## config.mk

```make
export PLATFORM = sky130hd
export DESIGN_NAME = lru_tag_store
export DESIGN_NICKNAME = d
export VERILOG_FILES = /design/src/rtl/lru_pkg.sv /design/src/rtl/lru_addr_split.sv /design/src/rtl/lru_set_update.sv /design/src/rtl/lru_tag_store.sv
export SDC_FILE = /design/constraint.sdc
export NUM_CORES = 2
export LEC_CHECK = 0
export ABC_CLOCK_PERIOD_IN_PS = 21000
export BUFFER_PORTS_ARGS = -buffer_cell sky130_fd_sc_hd__clkbuf_2
export CAP_MARGIN = 20
export CORE_ASPECT_RATIO = 1.75
export CORE_MARGIN = 10
export CORE_UTILIZATION = 45
export CTS_CLUSTER_DIAMETER = 150
export DETAILED_ROUTE_END_ITERATION = 12
export HOLD_SLACK_MARGIN = 0.1
export MAX_ROUTING_LAYER = met4
export PLACE_DENSITY = 0.61
export SLEW_MARGIN = 20
export SYNTH_ARGS = -nofsm -noshare
export SYNTH_HDL_FRONTEND = slang
export SYNTH_SLANG_ARGS = --single-unit
```

## constraint.sdc

```tcl
create_clock -name clk -period 21 [get_ports clk]
set_input_delay 2.1 -clock clk [delete_from_list [all_inputs] [get_ports clk]]
set_output_delay 2.1 -clock clk [all_outputs]
set_load 0.01 [all_outputs]
```

## src/rtl/lru_pkg.sv

```systemverilog
package lru_pkg;
  typedef enum logic {
    ST_IDLE   = 1'b0,
    ST_SECOND = 1'b1
  } lru_state_e;
endpackage

```

## src/rtl/lru_addr_split.sv

```systemverilog
module lru_addr_split #(
  parameter int ADDR_W = 32,
  parameter int SIZE_W = 5,
  parameter int OFF_W  = 4,
  localparam int BLK_W = ADDR_W - OFF_W
) (
  input  logic [ADDR_W-1:0] addr,
  input  logic [SIZE_W-1:0] size,
  output logic [BLK_W-1:0]  blk_first,
  output logic [BLK_W-1:0]  blk_last,
  output logic              one_line,
  output logic              two_line
);
  logic [ADDR_W-1:0] last_byte;

  // last byte touched; wraps at the top of the address space
  assign last_byte = addr + ADDR_W'(size) - ADDR_W'(1);
  assign blk_first = addr[ADDR_W-1:OFF_W];
  assign blk_last  = last_byte[ADDR_W-1:OFF_W];
  assign one_line  = (blk_last == blk_first);
  assign two_line  = (blk_last == blk_first + BLK_W'(1));
endmodule

```

## src/rtl/lru_set_update.sv

```systemverilog
module lru_set_update #(
  parameter int WAYS  = 4,
  parameter int BLK_W = 28
) (
  input  logic [WAYS-1:0][BLK_W-1:0] row,
  input  logic [BLK_W-1:0]           tag,
  output logic                       hit,
  output logic [WAYS-1:0][BLK_W-1:0] nxt
);
  int pos;

  // lowest matching way wins; on a miss the shift reaches the last way
  always_comb begin
    hit = 1'b0;
    pos = WAYS - 1;
    for (int w = WAYS - 1; w >= 0; w--) begin
      if (row[w] == tag) begin
        hit = 1'b1;
        pos = w;
      end
    end
  end

  assign nxt[0] = tag;

  for (genvar g = 1; g < WAYS; g++) begin : g_shift
    assign nxt[g] = (g <= pos) ? row[g-1] : row[g];
  end
endmodule

```

## src/rtl/lru_tag_store.sv

```systemverilog
module lru_tag_store
  import lru_pkg::*;
#(
  parameter int CACHE_BYTES = 1024,
  parameter int WAYS        = 4,
  parameter int LINE_BYTES  = 16,
  parameter int ADDR_W      = 32,
  parameter int SIZE_W      = 5
) (
  input  logic              clk,
  input  logic              rst_n,
  input  logic              req_valid,
  output logic              req_ready,
  input  logic [ADDR_W-1:0] req_addr,
  input  logic [SIZE_W-1:0] req_size,
  output logic              rsp_valid,
  input  logic              rsp_ready,
  output logic              rsp_miss,
  output logic              rsp_err
);
  localparam int SETS  = CACHE_BYTES / LINE_BYTES / WAYS;
  localparam int OFF_W = $clog2(LINE_BYTES);
  localparam int IDX_W = (SETS > 1) ? $clog2(SETS) : 1;
  localparam int BLK_W = ADDR_W - OFF_W;

  logic [WAYS-1:0][BLK_W-1:0] tags [SETS];

  lru_state_e        state;
  logic [BLK_W-1:0]  pend_blk;
  logic              pend_miss;

  logic [BLK_W-1:0]  blk_first, blk_last, lk_blk;
  logic              one_line, two_line, accept, span_bad, do_write, hit;
  logic [IDX_W-1:0]  lk_set;
  logic [WAYS-1:0][BLK_W-1:0] row, nxt;

  lru_addr_split #(.ADDR_W(ADDR_W), .SIZE_W(SIZE_W), .OFF_W(OFF_W)) u_split (
    .addr(req_addr), .size(req_size),
    .blk_first(blk_first), .blk_last(blk_last),
    .one_line(one_line), .two_line(two_line)
  );

  assign req_ready = (state == ST_IDLE) && (!rsp_valid || rsp_ready);
  assign accept    = req_valid && req_ready;
  assign span_bad  = !one_line && !two_line;

  assign lk_blk = (state == ST_SECOND) ? pend_blk : blk_first;
  assign lk_set = IDX_W'(lk_blk & BLK_W'(SETS - 1));
  assign row    = tags[lk_set];

  lru_set_update #(.WAYS(WAYS), .BLK_W(BLK_W)) u_upd (
    .row(row), .tag(lk_blk), .hit(hit), .nxt(nxt)
  );

  assign do_write = (accept && !span_bad) || (state == ST_SECOND);

  always_ff @(posedge clk) begin
    if (!rst_n) begin
      for (int s = 0; s < SETS; s++) tags[s] <= '0;
      state     <= ST_IDLE;
      pend_blk  <= '0;
      pend_miss <= 1'b0;
      rsp_valid <= 1'b0;
      rsp_miss  <= 1'b0;
      rsp_err   <= 1'b0;
    end else begin
      if (do_write) tags[lk_set] <= nxt;
      if (rsp_valid && rsp_ready) rsp_valid <= 1'b0;
      case (state)
        ST_IDLE: begin
          if (accept) begin
            if (one_line) begin
              rsp_valid <= 1'b1;
              rsp_miss  <= !hit;
              rsp_err   <= 1'b0;
            end else if (two_line) begin
              pend_blk  <= blk_last;
              pend_miss <= !hit;
              state     <= ST_SECOND;
            end else begin
              rsp_valid <= 1'b1;
              rsp_miss  <= 1'b0;
              rsp_err   <= 1'b1;
            end
          end
        end
        ST_SECOND: begin
          rsp_valid <= 1'b1;
          rsp_miss  <= pend_miss || !hit;
          rsp_err   <= 1'b0;
          state     <= ST_IDLE;
        end
        default: state <= ST_IDLE;
      endcase
    end
  end

  a_r8_busy_second: assert property (@(posedge clk) disable iff (!rst_n)
    (state == ST_SECOND) |-> !req_ready);

  a_r8_second_responds: assert property (@(posedge clk) disable iff (!rst_n)
    (state == ST_SECOND) |=> (rsp_valid && !rsp_err));

  a_r7_single_latency: assert property (@(posedge clk) disable iff (!rst_n)
    (accept && one_line) |=> (rsp_valid && !rsp_err && state == ST_IDLE));

  a_r9_err_response: assert property (@(posedge clk) disable iff (!rst_n)
    (accept && span_bad) |=> (rsp_valid && rsp_err && !rsp_miss));

  a_r10_hold: assert property (@(posedge clk) disable iff (!rst_n)
    (rsp_valid && !rsp_ready) |=> (rsp_valid && $stable(rsp_miss) && $stable(rsp_err)));

  a_r10_stall: assert property (@(posedge clk) disable iff (!rst_n)
    (rsp_valid && !rsp_ready) |-> !req_ready);
endmodule

```

==> results.yml <==
clock_tree:
  cts_resized: 0
  cts_setup_buffers: 0
  clock_latency_ns: 0.85
  cts.sinks: 1825
  clk_path_buf_depth: 4
  cts_root_buf: "clkbuf_16"
  clk_pin_slew_worst_paths_ns: 0.07
  htreeDepth: 4
  cts_tree: "done"
  cts_inserted_buffers: 168
  cts_hold_buf: 0
global_route:
  track_usage: 0.293
  met2_usage: 0.474
  top_usage_layer: "met2"
  met1_usage: 0.335
  met3_usage: 0.0414
  antenna_found_initial: 7
  overflow: 0
  grt_max_degree: 113
  grt_pass1_wl_mm: 443
  grt_pass1_vias: 60800
placement:
  port_buffers: 44
  place_congestion: 0.948
  place_area_sq_mm: 0.0906
  dp_hpwl_mm: 175
critical_path:
  rrSetupSlack_ns: 11.98
  startpoint_type: "input port"
  crit_path_end_kind: "flip-flop"
  arrival_ns: 10.22
  cp_max_fo: 94
  worstPathRequired_ns: 21.50
  criticalPathCategory: "input port to flip-flop"
routing:
  num_vias: 61200
  wl_per_cell_um: 31.8
  drt_iter0_drc: 7719
  dr.pass1.iters: 8
  route.detailed.drc: 0
  ant_nets: 0
  wl_mm: 313
  vias_per_cell: 6.23
synthesis:
  syn_inst: 7282
  yosys_warnings: 0
  synthArstFlopShare: 0
  synth_ff_type: "edfxtp_1"
  synth_edf_count: 1792
  ys_ff_latch: 1825
  postSynthAreaPerCell_sq_um: 12.1
  synth_cell_types: 99
  syn-cell-area_sq_mm: 0.0882
  seq_area_frac_synth: 0.617
floorplanning:
  start_util: 0.451
  ios: 45
  die_y_um: 606
  std_cell_rows: 215
  core_area_sq_mm: 0.196
  dieArea_sq_mm: 0.215
  die_x_um: 355
sta:
  rsz0062_at_grt: "false"
  holdWs_ns: 0.459
  worst_slew_pin_slew_ns: 1.26
  period_needed_ns: 9.72
  skew_ns: 0.0672
  setup-tns-final_ns: 0
  final-setup-viol-count: 0
  fmax_mhz: 103
  finalMaxSlewViolations: 0
  period_share: 0.463
  hold_viol_final: 0
  relSlewSlack: 0.159
power:
  peakVddDrop_mv: 0.0586
  powerDensity_mw_per_mm2: 85.2
  power_leakage_nw: 35.1
  total_power_mw: 8.17
cells_and_area:
  post-route-cell-area_sq_mm: 0.0959
  mostFrequentLayoutCell: "nor2_1"
  final_util: 0.490
  layout_common_cells: "1,803 x nor2_1, 1,792 x edfxtp_1, 817 x nand2_1"
  layout-drive-gt1-share: 0.111
  num-nets-final: 7197
  syn2layout_area_growth_pct: 8.67
job:
  cap_violations: 0
status:
  status: "finished, final reports clean"
min_path:
  hp-class: "flip-flop to flip-flop"
-- kinds of logic (layout without fill, tap and decap cells) --
family / after synthesis / count (layout) / share of synthesized area
XOR/XNOR: 247 / 247 / 0.0262
flip-flops: 1825 / 1825 / 0.617
AO/OA/AOI/OAI: 520 / 520 / 0.0421
other: 1 / 41 / 0.0000425
multiplexers: 836 / 836 / 0.121
AND/OR/NAND/NOR: 3086 / 3086 / 0.142
buffers and inverters: 708 / 613 / 0.0432
adder cells (fa/ha/maj): 59 / 59 / 0.00837
-- per-layer routing --
layer	wire length, um	share of wire
met5	0	0
met4	26800	0.086
met2	151000	0.48
met3	28700	0.092
met1	107000	0.34
-- final cells by class --
cell class              instances  area, sq um
clock inverters                87          752
multi-input cells            4780        30800
repair buffers                233         1820
inverters                      89          334
fillers                     17100        99700
well taps                    2604         3260
diodes                          9         22.5
flip-flops and latches       1825        54500
clock buffers                 204         4430
-- registers in the layout, summed over array words and instances, names as in the netlist --
| register | cells |
|---|---|
| rsp_miss | 1 |
| state | 1 |
| rsp_valid | 1 |
| pend_miss | 1 |
| rsp_err | 1 |
| pend_blk | 28 |
| tags | 1792 |
-- worst paths after layout --
path | from | endpoint | depth (start not counted)
hold reg to reg | pend_miss | pend_miss | 2
setup reg to reg | state | tags[6][107] | 15
setup / recovery | req_addr[5] | tags[6][107] | 16
hold / removal | pend_miss | pend_miss | 2
-- power breakdown --
part           switching [mW]  total (mW)  internal [mW]  leakage, nW
Sequential             0.0358        4.15           4.11         18.7
Clock                    1.38        3.03           1.65         2.56
Combinational           0.711       0.989          0.278         13.8
-- Yosys cell counts (60+ instances only) --
library cell / count / area (sq um)
o21ai_0: 68 / 340
a21oi_1: 79 / 395
clkbuf_1: 150 / 563
xnor2_1: 163 / 1430
and3_1: 71 / 444
inv_1: 87 / 327
nor2_1: 1805 / 6780
edfxtp_1: 1792 / 53800
nand2_1: 833 / 3130
mux2i_1: 632 / 6330
nand3_1: 178 / 891
mux4_2: 156 / 3510
a31oi_1: 60 / 375
buf_6: 61 / 687
buf_2: 331 / 1660
xor2_1: 73 / 639
-- per-stage QoR --
| stage | setup WS (ns) | instances |
|---|---|---|
| after floorplan | 12.23 | 7313 |
| after global placement | 10.66 | 9527 |
| after detailed placement | 10.61 | 9529 |
| after CTS | 11.48 | 9820 |
| after global routing | 11.18 | 9831 |
| final | 11.28 | 9831 |
-- critical path, stage by stage --
cell and delay [ns]:
clkbuf_2 0.23, mux2_8 0.61, buf_12 0.51, buf_4 0.69, buf_4 0.74, mux4_2 0.41, a22oi_1 0.23, and3_1 0.32
xnor2_1 0.26, nand4_1 0.43, nor4_1 0.86, nand4_1 0.41, o211ai_4 0.27, buf_4 0.76, mux2i_2 0.98, nor2_1 0.09
No activity file was read; power rests on OpenSTA's default activity.
